**config.mk**
```make
export PLATFORM = sky130hd
export DESIGN_NAME = ld_point_doubler
export DESIGN_NICKNAME = d
export VERILOG_FILES = /design/src/rtl/ld_dbl_pkg.sv /design/src/rtl/gf2m_mont_mul.sv /design/src/rtl/ld_dbl_ctrl.sv /design/src/rtl/ld_dbl_regs.sv /design/src/rtl/ld_point_doubler.sv
export SDC_FILE = /design/constraint.sdc
export NUM_CORES = 1
export LEC_CHECK = 0
export ABC_CLOCK_PERIOD_IN_PS = 5000
export BUFFER_PORTS_ARGS = -buffer_cell sky130_fd_sc_hd__clkbuf_2
export CORE_MARGIN = 5
export CORE_UTILIZATION = 62
export CTS_CLUSTER_SIZE = 24
export DETAILED_ROUTE_END_ITERATION = 10
export PLACE_DENSITY_LB_ADDON = 0.15
export SYNTH_ARGS = -nofsm -noshare
export SYNTH_HDL_FRONTEND = slang
export SYNTH_SLANG_ARGS = --single-unit
export TNS_END_PERCENT = 100
```
**constraint.sdc**
```tcl
create_clock -name clk -period 5 [get_ports clk]
set_input_delay 0.25 -clock clk [delete_from_list [all_inputs] [get_ports clk]]
set_output_delay 0.25 -clock clk [all_outputs]
set_load 0.01 [all_outputs]
```
**src/rtl/ld_dbl_pkg.sv**
```systemverilog
package ld_dbl_pkg;

    // Register-file slots addressed by the microprogram
    typedef enum logic [3:0] {
        SEL_NONE = 4'd0,
        SEL_X1   = 4'd1,
        SEL_Y1   = 4'd2,
        SEL_Z1   = 4'd3,
        SEL_A    = 4'd4,
        SEL_B    = 4'd5,
        SEL_T1   = 4'd6,
        SEL_T2   = 4'd7,
        SEL_T3   = 4'd8,
        SEL_X3   = 4'd9,
        SEL_Y3   = 4'd10,
        SEL_Z3   = 4'd11
    } sel_e;

    // One microprogram step: optional multiply, optional parallel add
    typedef struct packed {
        logic mul_en;
        sel_e mul_l;
        sel_e mul_r;
        sel_e mul_dst;
        logic add_en;
        sel_e add_l;
        sel_e add_r;
        sel_e add_dst;
    } step_t;

    typedef enum logic [1:0] {
        PH_IDLE  = 2'd0,
        PH_ISSUE = 2'd1,
        PH_WAIT  = 2'd2,
        PH_ADD   = 2'd3
    } phase_e;

    localparam int NUM_STEPS     = 11;
    localparam int LAST_MUL_STEP = 9;
    localparam int STEP_W        = 4;
    localparam int NUM_SLOTS     = 16;

    function automatic int dbl_latency(input int m);
        return 10 * (m + 2) + 1;
    endfunction

    function automatic step_t mk_step(input logic me, input sel_e ml, input sel_e mr,
                                      input sel_e md, input logic ae, input sel_e al,
                                      input sel_e ar, input sel_e ad);
        step_t s;
        s.mul_en  = me;
        s.mul_l   = ml;
        s.mul_r   = mr;
        s.mul_dst = md;
        s.add_en  = ae;
        s.add_l   = al;
        s.add_r   = ar;
        s.add_dst = ad;
        return s;
    endfunction

    // Doubling microprogram (index 0 .. NUM_STEPS-1)
    function automatic step_t step_of(input logic [STEP_W-1:0] idx);
        step_t s;
        case (idx)
            4'd0:    s = mk_step(1'b1, SEL_Z1, SEL_Z1, SEL_T1, 1'b0, SEL_NONE, SEL_NONE, SEL_NONE);
            4'd1:    s = mk_step(1'b1, SEL_X1, SEL_X1, SEL_T2, 1'b0, SEL_NONE, SEL_NONE, SEL_NONE);
            4'd2:    s = mk_step(1'b1, SEL_T1, SEL_T2, SEL_Z3, 1'b0, SEL_NONE, SEL_NONE, SEL_NONE);
            4'd3:    s = mk_step(1'b1, SEL_T1, SEL_T1, SEL_T1, 1'b0, SEL_NONE, SEL_NONE, SEL_NONE);
            4'd4:    s = mk_step(1'b1, SEL_T2, SEL_T2, SEL_T2, 1'b0, SEL_NONE, SEL_NONE, SEL_NONE);
            4'd5:    s = mk_step(1'b1, SEL_B,  SEL_T1, SEL_T1, 1'b0, SEL_NONE, SEL_NONE, SEL_NONE);
            4'd6:    s = mk_step(1'b1, SEL_Y1, SEL_Y1, SEL_T2, 1'b1, SEL_T1, SEL_T2, SEL_X3);
            4'd7:    s = mk_step(1'b1, SEL_A,  SEL_Z3, SEL_T3, 1'b1, SEL_T2, SEL_T1, SEL_T2);
            4'd8:    s = mk_step(1'b1, SEL_T1, SEL_Z3, SEL_T1, 1'b1, SEL_T3, SEL_T2, SEL_T3);
            4'd9:    s = mk_step(1'b1, SEL_X3, SEL_T3, SEL_T3, 1'b0, SEL_NONE, SEL_NONE, SEL_NONE);
            4'd10:   s = mk_step(1'b0, SEL_NONE, SEL_NONE, SEL_NONE, 1'b1, SEL_T3, SEL_T1, SEL_Y3);
            default: s = mk_step(1'b0, SEL_NONE, SEL_NONE, SEL_NONE, 1'b0, SEL_NONE, SEL_NONE, SEL_NONE);
        endcase
        return s;
    endfunction

endpackage

```
**src/rtl/gf2m_mont_mul.sv**
```systemverilog
module gf2m_mont_mul #(
    parameter int M = 8
) (
    input  logic         clk,
    input  logic         rst,
    input  logic         go,
    input  logic [M-1:0] op_l,
    input  logic [M-1:0] op_r,
    input  logic [M-1:0] poly,
    output logic [M-1:0] result,
    output logic         done,
    output logic         busy
);
    localparam int CW = (M > 1) ? $clog2(M) : 1;
    localparam logic [CW-1:0] LAST = CW'(M - 1);

    logic [M-1:0]  acc_q, l_sh_q, r_q, p_q;
    logic [CW-1:0] cnt_q;
    logic [M-1:0]  sum, red, acc_nxt;

    // One bit-serial iteration: add l_i*r, make divisible by x, divide by x
    always_comb begin
        sum     = acc_q ^ (l_sh_q[0] ? r_q : '0);
        red     = sum ^ (sum[0] ? p_q : '0);
        acc_nxt = {sum[0], red[M-1:1]};
    end

    always_ff @(posedge clk) begin
        if (rst) begin
            acc_q  <= '0;
            l_sh_q <= '0;
            r_q    <= '0;
            p_q    <= '0;
            cnt_q  <= '0;
            busy   <= 1'b0;
            done   <= 1'b0;
        end else begin
            done <= 1'b0;
            if (go && !busy) begin
                acc_q  <= '0;
                l_sh_q <= op_l;
                r_q    <= op_r;
                p_q    <= poly;
                cnt_q  <= '0;
                busy   <= 1'b1;
            end else if (busy) begin
                acc_q  <= acc_nxt;
                l_sh_q <= l_sh_q >> 1;
                cnt_q  <= cnt_q + 1'b1;
                if (cnt_q == LAST) begin
                    busy <= 1'b0;
                    done <= 1'b1;
                end
            end
        end
    end

    assign result = acc_q;
endmodule

```
**src/rtl/ld_dbl_ctrl.sv**
```systemverilog
module ld_dbl_ctrl
    import ld_dbl_pkg::*;
(
    input  logic  clk,
    input  logic  rst,
    input  logic  start,
    input  logic  mul_done,
    output logic  capture,
    output logic  mul_go,
    output logic  commit,
    output logic  busy,
    output logic  done,
    output step_t cur
);
    phase_e             ph_q;
    logic [STEP_W-1:0]  step_q;

    assign cur     = step_of(step_q);
    assign busy    = (ph_q != PH_IDLE);
    assign capture = (ph_q == PH_IDLE) && start;
    assign mul_go  = (ph_q == PH_ISSUE);
    assign commit  = ((ph_q == PH_WAIT) && mul_done) || (ph_q == PH_ADD);

    always_ff @(posedge clk) begin
        if (rst) begin
            ph_q   <= PH_IDLE;
            step_q <= '0;
            done   <= 1'b0;
        end else begin
            done <= 1'b0;
            case (ph_q)
                PH_IDLE: if (start) begin
                    step_q <= '0;
                    ph_q   <= PH_ISSUE;
                end
                PH_ISSUE: ph_q <= PH_WAIT;
                PH_WAIT: if (mul_done) begin
                    step_q <= step_q + 1'b1;
                    ph_q   <= (step_q == STEP_W'(LAST_MUL_STEP)) ? PH_ADD : PH_ISSUE;
                end
                PH_ADD: begin
                    done <= 1'b1;
                    ph_q <= PH_IDLE;
                end
                default: ph_q <= PH_IDLE;
            endcase
        end
    end
endmodule

```
**src/rtl/ld_dbl_regs.sv**
```systemverilog
module ld_dbl_regs
    import ld_dbl_pkg::*;
#(
    parameter int M = 8
) (
    input  logic         clk,
    input  logic         rst,
    input  logic         capture,
    input  logic [M-1:0] x1_i,
    input  logic [M-1:0] y1_i,
    input  logic [M-1:0] z1_i,
    input  logic [M-1:0] a_i,
    input  logic [M-1:0] b_i,
    input  logic [M-1:0] p_i,
    input  logic         commit,
    input  step_t        cur,
    input  logic [M-1:0] mul_res,
    output logic [M-1:0] mul_l_v,
    output logic [M-1:0] mul_r_v,
    output logic [M-1:0] p_v,
    output logic [M-1:0] x3_v,
    output logic [M-1:0] y3_v,
    output logic [M-1:0] z3_v
);
    logic [M-1:0] rf [NUM_SLOTS];
    logic [M-1:0] p_q;
    logic [M-1:0] add_sum;

    assign mul_l_v = rf[cur.mul_l];
    assign mul_r_v = rf[cur.mul_r];
    assign add_sum = rf[cur.add_l] ^ rf[cur.add_r];
    assign p_v     = p_q;
    assign x3_v    = rf[SEL_X3];
    assign y3_v    = rf[SEL_Y3];
    assign z3_v    = rf[SEL_Z3];

    always_ff @(posedge clk) begin
        if (rst) begin
            for (int i = 0; i < NUM_SLOTS; i++) rf[i] <= '0;
            p_q <= '0;
        end else if (capture) begin
            for (int i = 0; i < NUM_SLOTS; i++) rf[i] <= '0;
            rf[SEL_X1] <= x1_i;
            rf[SEL_Y1] <= y1_i;
            rf[SEL_Z1] <= z1_i;
            rf[SEL_A]  <= a_i;
            rf[SEL_B]  <= b_i;
            p_q        <= p_i;
        end else if (commit) begin
            if (cur.mul_en) rf[cur.mul_dst] <= mul_res;
            if (cur.add_en) rf[cur.add_dst] <= add_sum;
        end
    end
endmodule

```
**src/rtl/ld_point_doubler.sv**
```systemverilog
module ld_point_doubler
    import ld_dbl_pkg::*;
#(
    parameter int M = 8
) (
    input  logic         clk,
    input  logic         rst,
    input  logic         start,
    input  logic [M-1:0] x1_i,
    input  logic [M-1:0] y1_i,
    input  logic [M-1:0] z1_i,
    input  logic [M-1:0] a_i,
    input  logic [M-1:0] b_i,
    input  logic [M-1:0] p_i,
    output logic [M-1:0] x3_o,
    output logic [M-1:0] y3_o,
    output logic [M-1:0] z3_o,
    output logic         done_o
);
    logic         capture, mul_go, commit, busy, mul_done, mul_busy;
    step_t        cur;
    logic [M-1:0] mul_l_v, mul_r_v, p_v, mul_res;

    ld_dbl_ctrl u_ctrl (
        .clk      (clk),
        .rst      (rst),
        .start    (start),
        .mul_done (mul_done),
        .capture  (capture),
        .mul_go   (mul_go),
        .commit   (commit),
        .busy     (busy),
        .done     (done_o),
        .cur      (cur)
    );

    ld_dbl_regs #(.M(M)) u_regs (
        .clk     (clk),
        .rst     (rst),
        .capture (capture),
        .x1_i    (x1_i),
        .y1_i    (y1_i),
        .z1_i    (z1_i),
        .a_i     (a_i),
        .b_i     (b_i),
        .p_i     (p_i),
        .commit  (commit),
        .cur     (cur),
        .mul_res (mul_res),
        .mul_l_v (mul_l_v),
        .mul_r_v (mul_r_v),
        .p_v     (p_v),
        .x3_v    (x3_o),
        .y3_v    (y3_o),
        .z3_v    (z3_o)
    );

    gf2m_mont_mul #(.M(M)) u_mul (
        .clk    (clk),
        .rst    (rst),
        .go     (mul_go),
        .op_l   (mul_l_v),
        .op_r   (mul_r_v),
        .poly   (p_v),
        .result (mul_res),
        .done   (mul_done),
        .busy   (mul_busy)
    );
endmodule

```
### Word-level counts from Yosys, hierarchy flattened

Memories as Yosys holds them, arrays and structs flattened. A register that Yosys moved wholly into a read port is not among the register bits.
Cells that the tools add are included.

| storage, ports and cells | value |
|---|---|
| input port bits | 51 |
| word-level logic and storage cells | 120 |
| memories | 2 |
| output and inout port bits | 25 |
| memory bits (read-only) | 400 |
| RAM bits | 128 |
| bits in registers | 44 |

| cells by class | value |
|---|---|
| reductions and logical operators | 14 |
| add/sub/neg operators | 2 |
| mux-type cells | 60 |
| bitwise gates (word level) | 25 |
| equality and inequality tests | 7 |

Memory list:

| memory | depth | width | rd ports | clocked after memory_dff | write ports | line | RTL |
|---|---|---|---|---|---|---|---|
| (no name shown) | 16 | 25 | 1 | 1 | 0 | ld_dbl_pkg.sv:65 | `case (idx)` |
| u_regs.rf | 16 | 8 | 7 | 1 | 16 | ld_dbl_regs.sv:25 | `logic [M-1:0] rf [NUM_SLOTS];` |

Operators with widths:

| cell | number |
|---|---|
| 2-to-1 mux 8 bit | 27 |
| 2-to-1 mux 4 bit | 6 |
| bitwise XOR 8 bit | 3 |
| 2-to-1 mux 1 bit | 22 |
| bitwise OR 1 bit | 21 |
| OR reduction 8 bit | 2 |
| case mux 2 bit (4 select lines) | 1 |
| case mux 4 bit (2 select lines) | 1 |
| 2-to-1 mux 2 bit | 3 |
| adder 4 x 1 -> 4 bit (second input constant) | 1 |
| equality test 2 bit (second input constant) | 2 |
| equality test 4 bit (second input constant) | 1 |
| nonzero test 2 bit | 2 |
| adder 3 x 1 -> 3 bit (second input constant) | 1 |
| equality test 3 bit (second input constant) | 1 |
| logical AND 1 bit | 3 |
| AND reduction 3 bit | 1 |
| OR reduction 3 bit | 1 |
| equality test 2 x 1 -> 1 bit (second input constant) | 1 |
| logical NOT 2 bit | 1 |
| inequality test 2 x 1 -> 1 bit (second input constant) | 1 |
| inequality test 2 bit (second input constant) | 1 |
| AND reduction 2 bit | 1 |
| OR reduction 2 bit | 1 |
| 3 further kinds | 3 |

### Longest topological paths before layout

Gate-level depths: netlist of the first run.

| logic depth | value |
|---|---|
| depth after elaboration | 9 |
| gate-level depth with buffers | 9 |
| depth with buffers taken out | 8 |

### By module

From an unflattened synthesis of the first run, not the netlist that was laid out.

| second synthesis, totals | value |
|---|---|
| cell total of the unflattened synthesis | 1167 |
| area, all modules | 13644.3 µm² |

Modules (own cells, without submodules):

| module | area an instance (µm²) | cells an instance | instances | seq. area each (µm²) |
|---|---|---|---|---|
| ld_dbl_regs | 10466.3 | 799 | 1 | 4003.8 |
| gf2m_mont_mul | 1924.3 | 246 | 1 | 720.7 |
| ld_dbl_ctrl | 1253.7 | 122 | 1 | 540.5 |

### Worst setup path after synthesis of the first run

OpenSTA, ideal clock, no wires.

| timing path | value |
|---|---|
| kind | register to register |
| from | register u_ctrl.step_q[1] |
| to | register u_ctrl.cur[15] (netlist name) |
| stages on the path, launching flop included | 8 |
| setup slack | 2.981 ns |
| data required time | 4.878 ns |
| setup time | 0.122 ns |
| buffers on the path | 0 |
| arrival time | 1.897 ns |
| period minus slack after synthesis | 2.019 ns |
| cells stage by stage | dfxtp_1 inv_1 ha_1 nand4bb_1 a31oi_2 ha_1 mux2i_1 a221o_1 |

| on the way | value |
|---|---|
| longest elaborated chain between the ends | 5 |

RTL lines:

| element | line | RTL |
|---|---|---|
| from (decl) | ld_dbl_ctrl.sv:16 | `logic [STEP_W-1:0] step_q;` |
| from (signal assigned) | ld_dbl_ctrl.sv:38 | `step_q <= step_q + 1'b1;` |
| adder 4 x 1 -> 4 bit | ld_dbl_ctrl.sv:38 |  |
| 2-to-1 mux 4 bit | ld_dbl_ctrl.sv:37 | `PH_WAIT: if (mul_done) begin` |
| case mux 4 bit (2 select lines) | ld_dbl_ctrl.sv:31 | `case (ph_q)` |
| 2-to-1 mux 4 bit (no line) * (2 in a row) | -- |  |

Mark *: on every way between the ends. The rest lies on a longest branch, timed or not. The select of a mux whose other input is x is not followed.
A chain may end at the register's enable or synchronous reset.

==> results.json, run 1 <==
{
  "status": "finished, final reports clean",
  "max_freq_mhz": 309,
  "cts_hold_buf": 0,
  "grt_max_degree": 48,
  "row_count": 51,
  "use_met1_pct": 44.9,
  "yosys-top-cells-area": "edfxtp_1 32%, mux4_2 16%, dfxtp_1 12%",
  "reg2reg_slack_ps": 1760,
  "cp.arrival_ps": 3350,
  "dieArea_um2": 22300,
  "rr_startpoint": "u_ctrl.ph_q[1]",
  "antenna_found_initial": 0,
  "startpoint": "u_ctrl.ph_q[1]",
  "finalInstanceArea_um2": 12900,
  "syn_area_per_cell_um2": 12.3,
  "clock_sinks": 198,
  "io_pins": 76,
  "crit_slowest_cell": "nor2_1",
  "place.gp.congestion": 0.982,
  "finalHoldViolCount": 0,
  "tns_ps": 0,
  "period_share_pct": 64.8,
  "dp.cells": 1239,
  "grt_use_met2_pct": 51.7,
  "path_class": "register to register",
  "path_cells": "nor2b_1, nand4_1, nor2_1, or3_1",
  "busiest_layer": "met2",
  "cts_tree": "built",
  "path_buf_inv": 0,
  "drt_first_pass_iters": 6,
  "port_buffers": 74,
  "grt_pass1_vias": 8922,
  "track_usage_pct": 33.9,
  "synth_ff_type": "edfxtp_1",
  "synth_area_um2": 12000,
  "powerDensity_nw_per_um2": 289,
  "synth_nets": 1039,
  "fin_nets": 1053,
  "cts_buffers": 17,
  "initial_utilization_pct": 62.4,
  "grt_pass1_wl_um": 55300,
  "totalWireLength_um": 37200,
  "synth-edff-count": 128,
  "path_clk_slew_ps": 80,
  "cts.path.max_buffers": 2,
  "worst-path-max-fanout": 10,
  "setup.worst_path.start_class": "register",
  "cts_resized": 0,
  "synth_cell_types": 72,
  "maxSlewHeadroom_pct": 21.3,
  "synthCells": 979,
  "num_vias": 9312,
  "fin_cells": 1272,
  "vias_per_cell": 7.32,
  "die_height_um": 149,
  "drc": 0,
  "ys_seq_area_share_pct": 43.6,
  "setup_ws_ps": 1760,
  "cts_setup_buffers": 0,
  "wl_per_cell_um": 29.3,
  "die_w_um": 149,
  "skew_ps": 15.8,
  "clock_latency_ps": 450,
  "ant_nets": 0,
  "synthArstFlopShare_pct": 0,
  "required_ps": 5110,
  "hold_class": "primary input to register",
  "ys_ff_latch": 198,
  "areaGrowthSynthToFinish_pct": 7.14,
  "rsz0062_at_grt": "false",
  "gr-total-overflow": 0,
  "critPathTopFamily": "simple AND/OR/NAND/NOR gates",
  "grtUsageMet3_pct": 11.5,
  "vdd_drop_max_mv": 0.239,
  "drive_gt1_share_pct": 25.0,
  "crit_path_max_incr_delay_ps": 830,
  "pre_cts_ws_ps": 1890,
  "slew_viol_final": 0,
  "yosysTopAreaCell": "edfxtp_1",
  "setup_viol": 0,
  "fp.coreArea_um2": 19300,
  "min_period_ps": 3240,
  "drt_iter0_drc": 1395,
  "h-tree-depth": 4,
  "synth_top_cell_area_share_pct": 32.0,
  "worst_hold_startpoint": "p_i[2]",
  "cap_violations": 0,
  "critPathCaptureType": "register",
  "place_area_um2": 12300,
  "synth_warnings": 0,
  "p_leak_nw": 4.49,
  "dp.final_hpwl_um": 26500,
  "clock-root-buffer": "clkbuf_16",
  "worstMarginPinSlew_ps": 1180
}
-- state kept, by name, summed over array words and instances (netlist names), 2 cells and up --
| name | flops |
|---|---|
| u_mul.cnt_q | 3 |
| u_regs.rf | 128 |
| u_mul.result | 8 |
| u_ctrl.step_q | 4 |
| u_ctrl.cur | 20 |
| u_mul.l_sh_q | 8 |
| u_regs.p_v | 7 |
| u_mul.r_q | 8 |
| u_ctrl.ph_q | 2 |
| u_mul.p_q | 7 |
-- Yosys cell counts (all sizes together) (7+ instances only) --
| master | instances |
|---|---|
| a21oi | 84 |
| a221oi | 41 |
| a22o | 95 |
| a22oi | 16 |
| buf | 52 |
| clkbuf | 46 |
| dfxtp | 70 |
| edfxtp | 128 |
| ha | 9 |
| inv | 14 |
| mux2i | 35 |
| mux4 | 88 |
| nand2 | 36 |
| nand2b | 15 |
| nand3 | 15 |
| nor2 | 52 |
| nor2b | 9 |
| nor3 | 25 |
| nor3b | 16 |
| o211ai | 7 |
| o21ai | 33 |
| or3 | 16 |
| xnor2 | 9 |
-- cell families after synthesis --
kind of cell | share of synthesized area (%)
buffers and inverters | 5.63
and+or+nand+nor | 11.0
AOI/OAI and AO/OA | 18.5
xor gates and xnor gates | 0.729
adders and majority gates | 1.02
muxes | 19.5
DFF | 43.6
-- routing by layer --
layer  part of all wire [%]  wire, um  vias to the layer above
li1                       -         -                     3965
met1                     36     13300                     4568
met2                     46     17100                      654
met3                     13      4970                      125
met4                    4.9      1830                        0
met5                      0         0                        -
-- cells in the final DEF, fill, tap and decap left out, types with 4 or more instances in the layout --
| master | n |
|---|---|
| o21a_1 | 5 |
| nor2_1 | 52 |
| edfxtp_1 | 128 |
| inv_1 | 13 |
| nor2b_1 | 8 |
| a211oi_1 | 4 |
| a21o_1 | 5 |
| mux2i_1 | 35 |
| nand2b_1 | 15 |
| nor3b_1 | 16 |
| o22a_1 | 6 |
| clkbuf_2 | 74 |
| a22oi_1 | 16 |
| nor3_4 | 6 |
| or3_1 | 16 |
| clkbuf_16 | 17 |
| buf_4 | 23 |
| xnor2_1 | 9 |
| a22o_2 | 4 |
| mux4_2 | 85 |
| and2_1 | 5 |
| o211ai_1 | 7 |
| nor3_1 | 9 |
| a221oi_1 | 41 |
| dfxtp_1 | 68 |
| inv_6 | 4 |
| o21ai_0 | 31 |
| inv_8 | 4 |
| nand3_1 | 15 |
| nor3_2 | 10 |
| a21oi_1 | 83 |
| clkinv_8 | 4 |
| ha_1 | 9 |
| nand2_1 | 36 |
| a22o_1 | 91 |
-- final timing paths --
check | to | cells past startpoint
worst max-delay path | u_regs.rf[5][7] | 4
worst min-delay path | u_regs.p_v[2] | 2
worst max register to register | u_regs.rf[5][7] | 4
worst min register to register | u_mul.p_q[7] | 2
-- layout make-up --
class	count	area, um^2
Antenna cell	1	2.50
Clock buffer	17	425
Clock inverter	15	170
Fill cell	1478	6390
Inverter	14	52.6
Multi-Input combinational cell	665	6100
Sequential cell	198	5250
Tap cell	265	332
Timing Repair Buffer	97	543
-- metrics by stage --
step	hold WS, ps	util [%]	total power, mW
2_1_floorplan	376	-	2.17
3_3_place_gp	446	63.7	2.33
3_5_place_dp	452	63.7	2.34
4_1_cts	12.5	66.8	3.69
5_1_grt	32.3	66.8	3.80
6_report	18.7	66.8	3.72
-- where the power goes --
part | switching [mW] | internal (mW) | total, mW
clock network | 0.725 | 0.676 | 1.40
logic | 0.212 | 0.161 | 0.373
registers | 0.112 | 1.84 | 1.95
No activity file was read; power rests on OpenSTA's default activity.
==> run 2: changes to the inputs <==
--- a/config.mk
+++ b/config.mk
@@ -5,10 +5,10 @@
 export SDC_FILE = /design/constraint.sdc
 export NUM_CORES = 1
 export LEC_CHECK = 0
-export ABC_CLOCK_PERIOD_IN_PS = 5000
+export ABC_CLOCK_PERIOD_IN_PS = 2650
 export BUFFER_PORTS_ARGS = -buffer_cell sky130_fd_sc_hd__clkbuf_2
 export CORE_MARGIN = 5
-export CORE_UTILIZATION = 62
+export CORE_UTILIZATION = 56
 export CTS_CLUSTER_SIZE = 24
 export DETAILED_ROUTE_END_ITERATION = 10
 export PLACE_DENSITY_LB_ADDON = 0.15
==> constraint.sdc (replaced) <==
create_clock -name clk -period 2.65 [get_ports clk]
set_input_delay 0.1325 -clock clk [delete_from_list [all_inputs] [get_ports clk]]
set_output_delay 0.1325 -clock clk [all_outputs]
set_load 0.01 [all_outputs]
==> run 2 against run 1 <==
Critical path depth rose by 2; sequential share of layout area shrank 1.5 points; hold slack improved by 21 ps; first-iteration DRC count shrank 3.2%; wire length up 1.8%; via count is 2.2% higher.
==> results.json, run 2 (synthesis results as in run 1) <==
{
  "status": "finished, final reports clean",
  "hold_class": "primary input to register",
  "layout_common_cells": "128 x edfxtp_1, 91 x a22o_1, 85 x mux4_2",
  "row_count": 53,
  "fillers": 1646,
  "die_height_um": 156,
  "min_period_ps": 2500,
  "p_switching_mw": 2.04,
  "gr-total-overflow": 0,
  "wl_per_cell_um": 28.4,
  "maxSlewHeadroom_pct": 26.7,
  "die_w_um": 156,
  "layout_commonest_cell": "edfxtp_1",
  "cp.arrival_ps": 2800,
  "cts_tree": "built",
  "multi_input_area_um2": 6100,
  "p_int_mw": 5.08,
  "p_sw_share_pct": 28.6,
  "pwr-share-comb_pct": 10.3,
  "grt_pass1_vias": 8873,
  "dieArea_um2": 24500,
  "regMostFlops": "u_regs.rf",
  "vdd_drop_max_mv": 0.431,
  "port_buffers": 74,
  "ant_nets": 0,
  "track_usage_pct": 31.3,
  "tns_ps": 0,
  "dp.final_hpwl_um": 27800,
  "slew_viol_final": 0,
  "seq_power_share_pct": 51.4,
  "cts.path.max_buffers": 2,
  "largest_reg_flops": 128,
  "drc": 0,
  "clock_latency_ps": 460,
  "fp.coreArea_um2": 21100,
  "grt_pass1_wl_um": 56300,
  "drt_first_pass_iters": 5,
  "worst-path-max-fanout": 24,
  "setup_viol": 0,
  "cap_violations": 0,
  "antenna_found_initial": 0,
  "fin_nets": 1107,
  "period_share_pct": 94.5,
  "required_ps": 2950,
  "regArea_um2": 5250,
  "io_pins": 76,
  "worstMarginPinSlew_ps": 1090,
  "vias_per_cell": 7.13,
  "clock_sinks": 198,
  "drive_gt1_share_pct": 28.0,
  "p_leak_nw": 4.79,
  "finalHoldViolCount": 0,
  "h-tree-depth": 4,
  "place.gp.congestion": 0.980,
  "path_clk_slew_ps": 90,
  "initial_utilization_pct": 57.0,
  "antenna_cells": 0,
  "setup.worst_path.start_class": "register",
  "drt_iter0_drc": 1350,
  "clock-root-buffer": "clkbuf_16",
  "areaGrowthSynthToFinish_pct": 11.2,
  "powerDensity_nw_per_um2": 533,
  "grt_max_degree": 48,
  "num_vias": 9520,
  "path_class": "register to register",
  "totalWireLength_um": 37900,
  "max_freq_mhz": 399,
  "total_power_mw": 7.12,
  "skew_ps": 14.8,
  "critPathCaptureType": "register",
  "cts_buffers": 17,
  "rsz0062_at_grt": "false",
  "clock_power_share_pct": 38.3
}
run 2: worst paths after layout:
kind	from	endpoint	slack (ps)	cells after the start
worst max-delay path	u_ctrl.cur[8]	u_regs.rf[3][1]	150	6
worst min register to register	u_regs.p_v[7]	u_mul.p_q[7]	460	2
worst min-delay path	z1_i[2]	u_regs.rf[3][2]	40	3
worst max register to register	u_ctrl.cur[8]	u_regs.rf[3][1]	150	6
run 2: area by class of cell:
| type | instances | area share, % |
|---|---|---|
| Tap cell | 275 | 2.57 |
| Clock buffer | 17 | 3.18 |
| Clock inverter | 15 | 1.39 |
| Sequential cell | 198 | 39.3 |
| Timing Repair Buffer | 151 | 7.53 |
| Inverter | 14 | 0.393 |
| Multi-Input combinational cell | 665 | 45.7 |
run 2: power groups by stage:
| stage | Combinational, mW | Sequential (mW) | Clock, mW |
|---|---|---|---|
| 3_5_place_dp | 0.708 | 3.71 | 0 |
| 2_1_floorplan | 0.488 | 3.61 | 0 |
| 3_3_place_gp | 0.698 | 3.71 | 0 |
| 6_report | 0.731 | 3.66 | 2.73 |
| 4_1_cts | 0.719 | 3.64 | 2.74 |
| 5_1_grt | 0.773 | 3.67 | 2.89 |
run 2: critical path, stage by stage (launching register included):
cell     delay (ps)
dfxtp_1         360
buf_12          210
mux4_1          580
mux2i_1         190
xnor2_1         500
inv_1           310
a21oi_1         210
run 2: timing repair:
action | CTS | global route
hold buffers | 8 | 0
hold endpoints to repair | 8 | 0
setup buffers | 0 | 0
gates resized for setup | 0 | 0
run 2: per-layer routing:
layer | vias to the layer above | share of wire, % | global-route usage (%)
li1 | 4072 | - | -
met1 | 4729 | 38 | 45.0
met2 | 648 | 46 | 46.7
met3 | 71 | 13 | 8.52
met4 | 0 | 3.2 | 9.83
met5 | - | 0 | 0
run 2: stage by stage:
stage          utilization [%]  cell area (um^2)  worst slack [ps]  instances  hold slack [ps]
2_1_floorplan                -             12000               631        979              258
3_3_place_gp              60.1             12700               283       1295              350
3_5_place_dp              60.1             12700               205       1295              351
4_1_cts                   63.4             13400               179       1335             22.4
5_1_grt                   63.4             13400              19.7       1335             40.2
6_report                  63.4             13400               145       1335             40.2
==> run 3: changes to the inputs <==
--- a/config.mk
+++ b/config.mk
@@ -11,6 +11,7 @@
 export CORE_UTILIZATION = 56
 export CTS_CLUSTER_SIZE = 24
 export DETAILED_ROUTE_END_ITERATION = 10
+export HOLD_SLACK_MARGIN = 0.08
 export PLACE_DENSITY_LB_ADDON = 0.15
 export SYNTH_ARGS = -nofsm -noshare
 export SYNTH_HDL_FRONTEND = slang
==> run 3 against run 2 <==
First-iteration DRC count fell by 4.5%; critical path depth did not move; via count rose by 1.3%; combinational power rose by 4.4%; flip-flop and latch count did not move; design area rose by 2.0%; die area did not move; largest cell class unchanged.
==> results.json, run 3 (synthesis results as in run 1) <==
{
  "status": "finished, final reports clean",
  "drt_iter0_drc": 1289,
  "layout_common_cells": "128 x edfxtp_1, 91 x a22o_1, 85 x mux4_2",
  "period_share_pct": 95.0,
  "min_period_ps": 2520,
  "cp.arrival_ps": 2810,
  "p_leak_nw": 4.90,
  "finish.utilization_pct": 64.7,
  "wl_per_cell_um": 28.0,
  "clock_sinks": 198,
  "skew_ps": 16.0,
  "drt_first_pass_iters": 6,
  "io_pins": 76,
  "totalWireLength_um": 38200,
  "h-tree-depth": 4,
  "antenna_found_initial": 0,
  "initial_utilization_pct": 57.0,
  "path_class": "register to register",
  "rsz0062_at_grt": "false",
  "grt_max_degree": 48,
  "setup.worst_path.start_class": "register",
  "antenna_cells": 0,
  "fillers": 1620,
  "areaGrowthSynthToFinish_pct": 13.5,
  "grt_pass1_vias": 9039,
  "maxSlewHeadroom_pct": 28.0,
  "die_w_um": 156,
  "whs_ps": 109,
  "setup_viol": 0,
  "required_ps": 2940,
  "cts.path.max_buffers": 2,
  "cts_buffers": 17,
  "ant_nets": 0,
  "layout_commonest_cell": "edfxtp_1",
  "num_vias": 9643,
  "clock-root-buffer": "clkbuf_16",
  "track_usage_pct": 31.5,
  "tns_ps": 0,
  "slew_viol_final": 0,
  "hold_class": "primary input to register",
  "gr-total-overflow": 0,
  "dieArea_um2": 24500,
  "vdd_drop_max_mv": 0.428,
  "cts_setup_buffers": 0,
  "path_clk_slew_ps": 80,
  "cap_violations": 0,
  "vias_per_cell": 7.08,
  "powerDensity_nw_per_um2": 525,
  "worst-path-max-fanout": 24,
  "dp.final_hpwl_um": 27800,
  "place_area_um2": 12700,
  "fin_nets": 1134,
  "max_freq_mhz": 397,
  "grt_pass1_wl_um": 56800,
  "drc": 0,
  "fp.coreArea_um2": 21100,
  "total_power_mw": 7.15,
  "cts_tree": "built",
  "largest_reg_flops": 128,
  "cts_resized": 0,
  "cts_hold_buf": 35,
  "port_buffers": 74,
  "row_count": 53,
  "place.gp.congestion": 0.980,
  "finalHoldViolCount": 0,
  "finalInstanceArea_um2": 13600,
  "drive_gt1_share_pct": 27.3,
  "worstMarginPinSlew_ps": 1070,
  "critPathCaptureType": "register",
  "die_height_um": 156,
  "clock_latency_ps": 450,
  "regMostFlops": "u_regs.rf"
}
run 3: cell count changes in the layout (fill, tap and decap cells not counted), sizes merged:
cell / delta
dlygate4sd3: +27
run 3: worst paths after layout:
| path | slack, ps | cells after the start | start | end |
|---|---|---|---|---|
| worst max-delay path | 130 | 6 | u_ctrl.cur[8] | u_regs.rf[3][1] |
| worst min-delay path | 110 | 3 | x1_i[0] | u_regs.rf[1][0] |
| worst max register to register | 130 | 6 | u_ctrl.cur[8] | u_regs.rf[3][1] |
| worst min register to register | 460 | 2 | u_regs.p_v[7] | u_mul.p_q[7] |
run 3: final cells by class:
type / instances / area (um^2) / share of cell area [%]
repair buffers: 178 / 1280 / 9.36
clock buffers: 17 / 425 / 3.12
inverters: 14 / 52.6 / 0.385
clock inverters: 15 / 186 / 1.37
multi-input cells: 665 / 6100 / 44.8
well taps: 275 / 344 / 2.52
flip-flops and latches: 198 / 5250 / 38.5
run 3: critical path, stage by stage, from the launching register on:
cell	delay, ps
dfxtp_1	360
buf_12	210
mux4_1	580
mux2i_1	190
xnor2_1	490
inv_1	320
a21oi_1	220
run 3: per-layer routing:
metal / vias up / wire (um) / global-route usage (%)
li1: 4127 / - / -
met1: 4749 / 14200 / 44.8
met2: 694 / 17400 / 47.5
met3: 73 / 5250 / 8.82
met4: 0 / 1280 / 10.0
met5: - / 0 / 0
run 3: where the power goes:
group          leakage, nW  switching (mW)  internal [mW]
clock network        0.299            1.42           1.30
logic                 2.65           0.418          0.346
registers             1.96           0.200           3.46
total                 4.90            2.04           5.11
run 3: stage by stage:
stage                     instances  worst slack, ps
final                          1362              132
after detailed placement       1295              205
after global placement         1295              283
after floorplan                 979              631
after CTS                      1362              179
after global routing           1362             19.7
